File: config.mk
export PLATFORM = sky130hd
export DESIGN_NAME = tlb_top
export DESIGN_NICKNAME = d
export VERILOG_FILES = /design/src/rtl/tlb_pkg.sv /design/src/rtl/tlb_way_store.sv /design/src/rtl/tlb_plru.sv /design/src/rtl/tlb_top.sv
export SDC_FILE = /design/constraint.sdc
export NUM_CORES = 2
export LEC_CHECK = 0
export ABC_CLOCK_PERIOD_IN_PS = 6400
export BUFFER_PORTS_ARGS = -buffer_cell sky130_fd_sc_hd__buf_4
export CELL_PAD_IN_SITES_DETAIL_PLACEMENT = 1
export CELL_PAD_IN_SITES_GLOBAL_PLACEMENT = 1
export CORE_UTILIZATION = 55
export DETAILED_ROUTE_END_ITERATION = 7
export HOLD_SLACK_MARGIN = 0.1
export PLACE_DENSITY_LB_ADDON = 0.05
export SLEW_MARGIN = 10
export SYNTH_ARGS = -nofsm -noshare
export SYNTH_HDL_FRONTEND = slang
export SYNTH_SLANG_ARGS = --single-unit
File: constraint.sdc
create_clock -name clk -period 6.4 [get_ports clk]
set_input_delay 1.28 -clock clk [delete_from_list [all_inputs] [get_ports clk]]
set_output_delay 1.28 -clock clk [all_outputs]
set_load 0.02 [all_outputs]
File: src/rtl/tlb_pkg.sv
`timescale 1ns/1ps
package tlb_pkg;
    localparam int LA_W  = 32;
    localparam int OFF_W = 12;
    localparam int VPN_W = LA_W - OFF_W;
    localparam int PFN_W = 20;

    typedef struct packed {
        logic dirty;
        logic user;
        logic wr_ok;
    } tlb_attr_t;
endpackage

File: src/rtl/tlb_way_store.sv
`timescale 1ns/1ps
// One way of the buffer: valid bits, tags, frames and attributes for every set.
// Two combinational read ports (lookup and fill probe), one write port.
module tlb_way_store
    import tlb_pkg::*;
#(
    parameter int SETS  = 8,
    parameter int TAG_W = 17,
    parameter int FRM_W = 20,
    localparam int IDX_W = $clog2(SETS)
) (
    input  logic             clk,
    input  logic             rst_n,
    input  logic             clr,
    input  logic             wr_en,
    input  logic [IDX_W-1:0] wr_set,
    input  logic [TAG_W-1:0] wr_tag,
    input  logic [FRM_W-1:0] wr_pfn,
    input  tlb_attr_t        wr_attr,
    input  logic [IDX_W-1:0] rd_set,
    output logic             rd_valid,
    output logic [TAG_W-1:0] rd_tag,
    output logic [FRM_W-1:0] rd_pfn,
    output tlb_attr_t        rd_attr,
    input  logic [IDX_W-1:0] pr_set,
    output logic             pr_valid,
    output logic [TAG_W-1:0] pr_tag
);
    logic [SETS-1:0]  valid_q;
    logic [TAG_W-1:0] tag_q  [SETS];
    logic [FRM_W-1:0] pfn_q  [SETS];
    tlb_attr_t        attr_q [SETS];

    always_ff @(posedge clk or negedge rst_n) begin
        if (!rst_n) begin
            valid_q <= '0;
        end else if (clr) begin
            valid_q <= '0;
        end else if (wr_en) begin
            valid_q[wr_set] <= 1'b1;
        end
    end

    always_ff @(posedge clk) begin
        if (wr_en && !clr) begin
            tag_q[wr_set]  <= wr_tag;
            pfn_q[wr_set]  <= wr_pfn;
            attr_q[wr_set] <= wr_attr;
        end
    end

    always_comb begin
        rd_valid = valid_q[rd_set];
        rd_tag   = tag_q[rd_set];
        rd_pfn   = pfn_q[rd_set];
        rd_attr  = attr_q[rd_set];
        pr_valid = valid_q[pr_set];
        pr_tag   = tag_q[pr_set];
    end

    AST_FILL_SETS_VALID: assert property (@(posedge clk) disable iff (!rst_n)
        (wr_en && !clr) |=> valid_q[$past(wr_set)]);
endmodule

File: src/rtl/tlb_plru.sv
`timescale 1ns/1ps
// Tree pseudo-LRU state for every set. Node k (heap order, root = 1) is bit k-1.
module tlb_plru #(
    parameter int SETS = 8,
    parameter int WAYS = 4,
    localparam int IDX_W = $clog2(SETS),
    localparam int WAY_W = $clog2(WAYS)
) (
    input  logic             clk,
    input  logic             rst_n,
    input  logic             clr,
    input  logic             touch_en,
    input  logic [IDX_W-1:0] touch_set,
    input  logic [WAY_W-1:0] touch_way,
    input  logic [IDX_W-1:0] rd_set,
    output logic [WAY_W-1:0] victim
);
    logic [WAYS-2:0]  tree_q     [SETS];
    logic [WAY_W-1:0] victim_all [SETS];

    function automatic logic [WAY_W-1:0] pick(input logic [WAYS-2:0] t);
        int node;
        node = 1;
        for (int l = 0; l < WAY_W; l++) begin
            node = node * 2 + int'(t[node-1]);
        end
        return WAY_W'(node - WAYS);
    endfunction

    function automatic logic [WAYS-2:0] touch(input logic [WAYS-2:0] t,
                                              input logic [WAY_W-1:0] w);
        logic [WAYS-2:0] r;
        logic            dir;
        int              node;
        r    = t;
        node = 1;
        for (int l = 0; l < WAY_W; l++) begin
            dir         = w[WAY_W-1-l];
            r[node-1]   = ~dir;
            node        = node * 2 + int'(dir);
        end
        return r;
    endfunction

    for (genvar s = 0; s < SETS; s++) begin : g_set
        always_ff @(posedge clk or negedge rst_n) begin
            if (!rst_n) begin
                tree_q[s] <= '0;
            end else if (clr) begin
                tree_q[s] <= '0;
            end else if (touch_en && (touch_set == IDX_W'(s))) begin
                tree_q[s] <= touch(tree_q[s], touch_way);
            end
        end
        assign victim_all[s] = pick(tree_q[s]);
    end

    assign victim = victim_all[rd_set];

    AST_TOUCH_MOVES_AWAY: assert property (@(posedge clk) disable iff (!rst_n)
        (touch_en && !clr) |=> (victim_all[$past(touch_set)] != $past(touch_way)));
endmodule

File: src/rtl/tlb_top.sv
`timescale 1ns/1ps
module tlb_top
    import tlb_pkg::*;
#(
    parameter int SETS = 8,
    parameter int WAYS = 4
) (
    input  logic             clk,
    input  logic             rst_n,
    input  logic [LA_W-1:0]  lk_la,
    input  logic             lk_wr,
    output logic             lk_hit,
    output logic [LA_W-1:0]  lk_pa,
    output logic [PFN_W-1:0] lk_pfn,
    output logic             lk_dirty,
    output logic             lk_user,
    output logic             lk_wr_ok,
    input  logic             fl_en,
    input  logic [VPN_W-1:0] fl_vpn,
    input  logic [PFN_W-1:0] fl_pfn,
    input  logic             fl_dirty,
    input  logic             fl_user,
    input  logic             fl_wr_ok,
    input  logic             base_wr
);
    localparam int IDX_W = $clog2(SETS);
    localparam int WAY_W = $clog2(WAYS);
    localparam int TAG_W = VPN_W - IDX_W;

    // lookup side
    logic [VPN_W-1:0] lk_vpn;
    logic [IDX_W-1:0] lk_set;
    logic [TAG_W-1:0] lk_tag;
    // fill side
    logic [IDX_W-1:0] fl_set;
    logic [TAG_W-1:0] fl_tag;
    logic             fl_go;
    tlb_attr_t        fl_attr;

    logic [WAYS-1:0]  rd_valid, pr_valid, match, fl_match, fl_free, way_wr;
    logic [TAG_W-1:0] rd_tag [WAYS];
    logic [TAG_W-1:0] pr_tag [WAYS];
    logic [PFN_W-1:0] rd_pfn [WAYS];
    tlb_attr_t        rd_attr [WAYS];

    logic [WAY_W-1:0] hit_way, fl_way, plru_victim, match_idx, free_idx;
    logic [PFN_W-1:0] sel_pfn;
    tlb_attr_t        sel_attr;
    logic             any_match;

    assign lk_vpn  = lk_la[LA_W-1:OFF_W];
    assign lk_set  = lk_vpn[IDX_W-1:0];
    assign lk_tag  = lk_vpn[VPN_W-1:IDX_W];
    assign fl_set  = fl_vpn[IDX_W-1:0];
    assign fl_tag  = fl_vpn[VPN_W-1:IDX_W];
    assign fl_go   = fl_en && !base_wr;
    assign fl_attr = '{dirty: fl_dirty, user: fl_user, wr_ok: fl_wr_ok};

    for (genvar w = 0; w < WAYS; w++) begin : g_way
        tlb_way_store #(
            .SETS  (SETS),
            .TAG_W (TAG_W),
            .FRM_W (PFN_W)
        ) u_store (
            .clk      (clk),
            .rst_n    (rst_n),
            .clr      (base_wr),
            .wr_en    (way_wr[w]),
            .wr_set   (fl_set),
            .wr_tag   (fl_tag),
            .wr_pfn   (fl_pfn),
            .wr_attr  (fl_attr),
            .rd_set   (lk_set),
            .rd_valid (rd_valid[w]),
            .rd_tag   (rd_tag[w]),
            .rd_pfn   (rd_pfn[w]),
            .rd_attr  (rd_attr[w]),
            .pr_set   (fl_set),
            .pr_valid (pr_valid[w]),
            .pr_tag   (pr_tag[w])
        );
        assign match[w]    = rd_valid[w] && (rd_tag[w] == lk_tag);
        assign fl_match[w] = pr_valid[w] && (pr_tag[w] == fl_tag);
        assign fl_free[w]  = !pr_valid[w];
        assign way_wr[w]   = fl_go && (fl_way == WAY_W'(w));
    end

    // lookup result
    always_comb begin
        hit_way  = '0;
        sel_pfn  = '0;
        sel_attr = '0;
        for (int w = 0; w < WAYS; w++) begin
            if (match[w]) begin
                hit_way  = WAY_W'(w);
                sel_pfn  = rd_pfn[w];
                sel_attr = rd_attr[w];
            end
        end
        any_match = |match;
        lk_hit    = any_match && !(lk_wr && !sel_attr.dirty);
        lk_pfn    = lk_hit ? sel_pfn : '0;
        lk_pa     = lk_hit ? {sel_pfn, lk_la[OFF_W-1:0]} : '0;
        lk_dirty  = lk_hit && sel_attr.dirty;
        lk_user   = lk_hit && sel_attr.user;
        lk_wr_ok  = lk_hit && sel_attr.wr_ok;
    end

    // fill way choice: same page in place, else lowest free way, else tree victim
    always_comb begin
        match_idx = '0;
        free_idx  = '0;
        for (int w = WAYS - 1; w >= 0; w--) begin
            if (fl_match[w]) match_idx = WAY_W'(w);
            if (fl_free[w])  free_idx  = WAY_W'(w);
        end
        if (|fl_match)     fl_way = match_idx;
        else if (|fl_free) fl_way = free_idx;
        else               fl_way = plru_victim;
    end

    tlb_plru #(
        .SETS (SETS),
        .WAYS (WAYS)
    ) u_plru (
        .clk       (clk),
        .rst_n     (rst_n),
        .clr       (base_wr),
        .touch_en  (fl_go || lk_hit),
        .touch_set (fl_go ? fl_set : lk_set),
        .touch_way (fl_go ? fl_way : hit_way),
        .rd_set    (fl_set),
        .victim    (plru_victim)
    );

    AST_SINGLE_MATCH: assert property (@(posedge clk) disable iff (!rst_n)
        $onehot0(match));
    AST_FLUSH_EMPTIES: assert property (@(posedge clk) disable iff (!rst_n)
        base_wr |=> !lk_hit);
    AST_FREE_WAY_FIRST: assert property (@(posedge clk) disable iff (!rst_n)
        (fl_go && !(|fl_match) && (|fl_free)) |-> fl_free[fl_way]);
endmodule

==> flow_metrics.tcl <==
set metrics [dict create \
    outcome "finished clean" \
    yosysSeqAreaShare_pct 68.7 \
    chipWidth_um 327 \
    drcViolationCount 0 \
    synth-edff-count 1280 \
    gp_congestion 0.937 \
    grt_max_degree 81 \
    fin_util_pct 66.0 \
    hold_viol 0 \
    rrSetupSlack_ns 1.28 \
    ir_drop_mv 0.368 \
    cts.sink_count 1336 \
    setup_viol 0 \
    synth_nets 3170 \
    grt_pass1_wl_um 268000 \
    crit_arrival_ns 5.02 \
    viasPerCell 6.96 \
    ys_types 70 \
    cts-hold-fix-buffers 0 \
    dieArea_um2 107000 \
    rows 118 \
    grt_overflow 0 \
    crit_required_ns 5.12 \
    drt-pass1-iter-count 5 \
    clk_latency_ns 0.78 \
    area_growth_pct 18.4 \
    die_h_um 327 \
    grt_usage_pct 35.9 \
    synth_cells 3090 \
    grt_pass1_vias 36400 \
    syn_avg_cell_area_um2 18.8 \
    dpl_cell_area_um2 63800 \
    ant_nets 0 \
    min_from "g_way[0].u_store.valid_q[2]" \
    timing.final.crit_share_pct 98.4 \
    crit_slowest_cell "mux4_2" \
    synth_top_area_share_pct 66.3 \
    worstSetupPathType "input pin to output pin" \
    p_per_area_nw_per_um2 282 \
    crit_fanout 19 \
    yosys-top-cells-area "edfxtp_1 66%, mux4_2 13%, mux2i_1 4.8%, dfrtp_1 2.4%, mux2_2 1.8%" \
    max_freq_mhz 159 \
    core-area_um2 104000 \
    pin_count 136 \
    wire_per_inst_um 38.0 \
    r2r-start "g_way[2].u_store.tag_q[0][1]" \
    rsz0062_at_grt "false" \
    portBuffers 135 \
    crit_path_max_incr_delay_ns 0.52 \
    yosysTopAreaCell "edfxtp_1" \
    clkTransAtPathRegs_ns 0.06 \
    stdcell_area_um2 68600 \
    yosysWarnings 0 \
    post_route_cells_drive_above_1_share_pct 32.5 \
    layout_setup_ws_ns 0.101 \
    drt_iter0_markers 3849 \
    yosys_register_bits 1336 \
    ctsLongestPathBuffers 3 \
    multi_input_area_um2 17100 \
    place_ws_ns -0.516 \
    regArea_um2 39800 \
    start_util_pct 55.8 \
    numCtsBuffers 142 \
    synth_top_flop_cell "edfxtp_1" \
    h-tree-depth 4 \
    critPathLaunch "lk_la[12]" \
    via_count 34700 \
    antenna_found_initial 4 \
    dp_hpwl_um 124000 \
    async_flop_share_pct 4.19 \
    hp-class "flip-flop to flip-flop" \
    setup_tns_ns 0 \
    routed_wl_um 189000 \
    fin_skew_ns 0.0287 \
    syn_area_um2 58000 \
    cts_tree "done" \
    fill_cells 8652 \
    final_nets 3565 \
    worst_pin_slew_ns 1.04 \
    path_cells "buf_8 -> buf_6 -> mux4_2 -> mux2i_1 -> xnor2_1 -> a2111oi_4 -> buf_4 -> nand4_1 -> buf_4 -> nand2b_4 -> nand2b_1 -> buf_12 -> buf_12 -> o221ai_1 -> a31oi_1 -> nor2_2 -> buf_4" \
    leakagePower_uw 0.0231 \
    clockRootBuffer "clkbuf_16" \
    cpMostUsedCell "buf_4" \
    layout_min_cycle_time_ns 6.30 \
    max_cap_viol_count 0 \
    slew_headroom_pct 29.9 \
    start_kind "input pin" \
    whs_ns 0.519 \
    maxSlewViolCount 0 \
    endpoint_kind "output pin" \
]
==> worst max-delay path, delay by kind of cell <==
family	cells	cell delay, ns
mux	2	0.75
xor+xnor	1	0.15
compound gates	3	0.82
buf+inv	7	1.29
simple gates	4	0.66
==> synthesized netlist by cell type, types with 15 or more instances <==
master / instances
mux2_2: 92
xnor2_1: 84
buf_2: 48
o21a_1: 29
mux2i_1: 279
o21ai_0: 32
buf_6: 15
nand2_1: 64
a31oi_1: 25
a22o_1: 24
buf_1: 41
nor2_1: 80
a22oi_1: 44
a221o_1: 22
inv_1: 23
dfrtp_1: 56
xor2_1: 30
nand3_1: 16
or3_1: 18
a21oi_1: 30
o221ai_1: 28
mux4_2: 334
and2_1: 16
buf_4: 46
clkbuf_1: 73
o22ai_1: 29
edfxtp_1: 1280
a221oi_1: 53
==> cells in the final DEF, fill, tap and decap left out, types with 30 or more instances in the layout <==
cell type,n
xnor2_1,84
edfxtp_1,1280
mux2_2,92
buf_4,342
mux2i_1,279
a22oi_1,44
clkbuf_16,146
xor2_1,30
nor2_1,64
nand2_1,64
mux4_2,334
buf_12,122
dfrtp_1,56
a221oi_1,53
o21ai_0,32
==> timing repair <==
item,in CTS,in global routing
buffers inserted,0,1
resized for setup,11,9
gates cloned,1,0
setup endpoints to repair,55,54
pin swaps,2,0
==> path summary, 6_finish.rpt <==
check,cells after the start,endpoint
setup / recovery,17,lk_pa[18]
hold / removal,1,g_way[0].u_store.valid_q[2]
setup reg to reg,14,g_way[0].u_store.tag_q[5][11]
hold reg to reg,1,g_way[0].u_store.valid_q[2]
max in group asynchronous,1,g_way[2].u_store.valid_q[6]
min in group asynchronous,1,u_plru.tree_q[1]
==> registers in the layout, summed over array words and instances, names as in the netlist <==
name / flops
g_way.u_store.attr_q: 96
g_way.u_store.tag_q: 544
g_way.u_store.pfn_q: 640
u_plru.tree_q: 24
g_way.u_store.valid_q: 32
==> cell families after synthesis <==
logic type / synth area share, %
flip-flops: 68.7
multiplexers: 19.6
AO/OA/AOI/OAI: 5.14
AND/OR/NAND/NOR: 2.59
buffers and inverters: 2.19
XOR/XNOR: 1.72
==> layer usage <==
layer  up-vias  part of all wire [%]  GRT usage (%)
met5         -                0.0042              0
met2      1939                    49           59.3
met3       471                   8.0           6.36
li1      13700                     -              -
met1     18600                    37           46.2
met4         2                   5.3           17.6
==> per-stage QoR <==
step	power, µW	instances
final	19300	4983
after global routing	19700	4982
after CTS	19400	4980
after detailed placement	11200	4719
after global placement	11100	4719
after floorplan	10600	3090
==> layout make-up <==
class	count	share of cell area [%]
clock inverters	84	1.23
well taps	1380	2.52
repair buffers	474	7.56
multi-input cells	1508	24.9
flip-flops and latches	1336	58.0
clock buffers	176	5.59
inverters	23	0.126
diodes	2	0.00729
==> power breakdown <==
part | switching [µW] | internal (µW) | total, µW
registers | 16.0 | 9610 | 9630
clock network | 3500 | 4810 | 8310
logic | 866 | 536 | 1400
total | 4380 | 15000 | 19300
(Power assumes the default switching activity.)
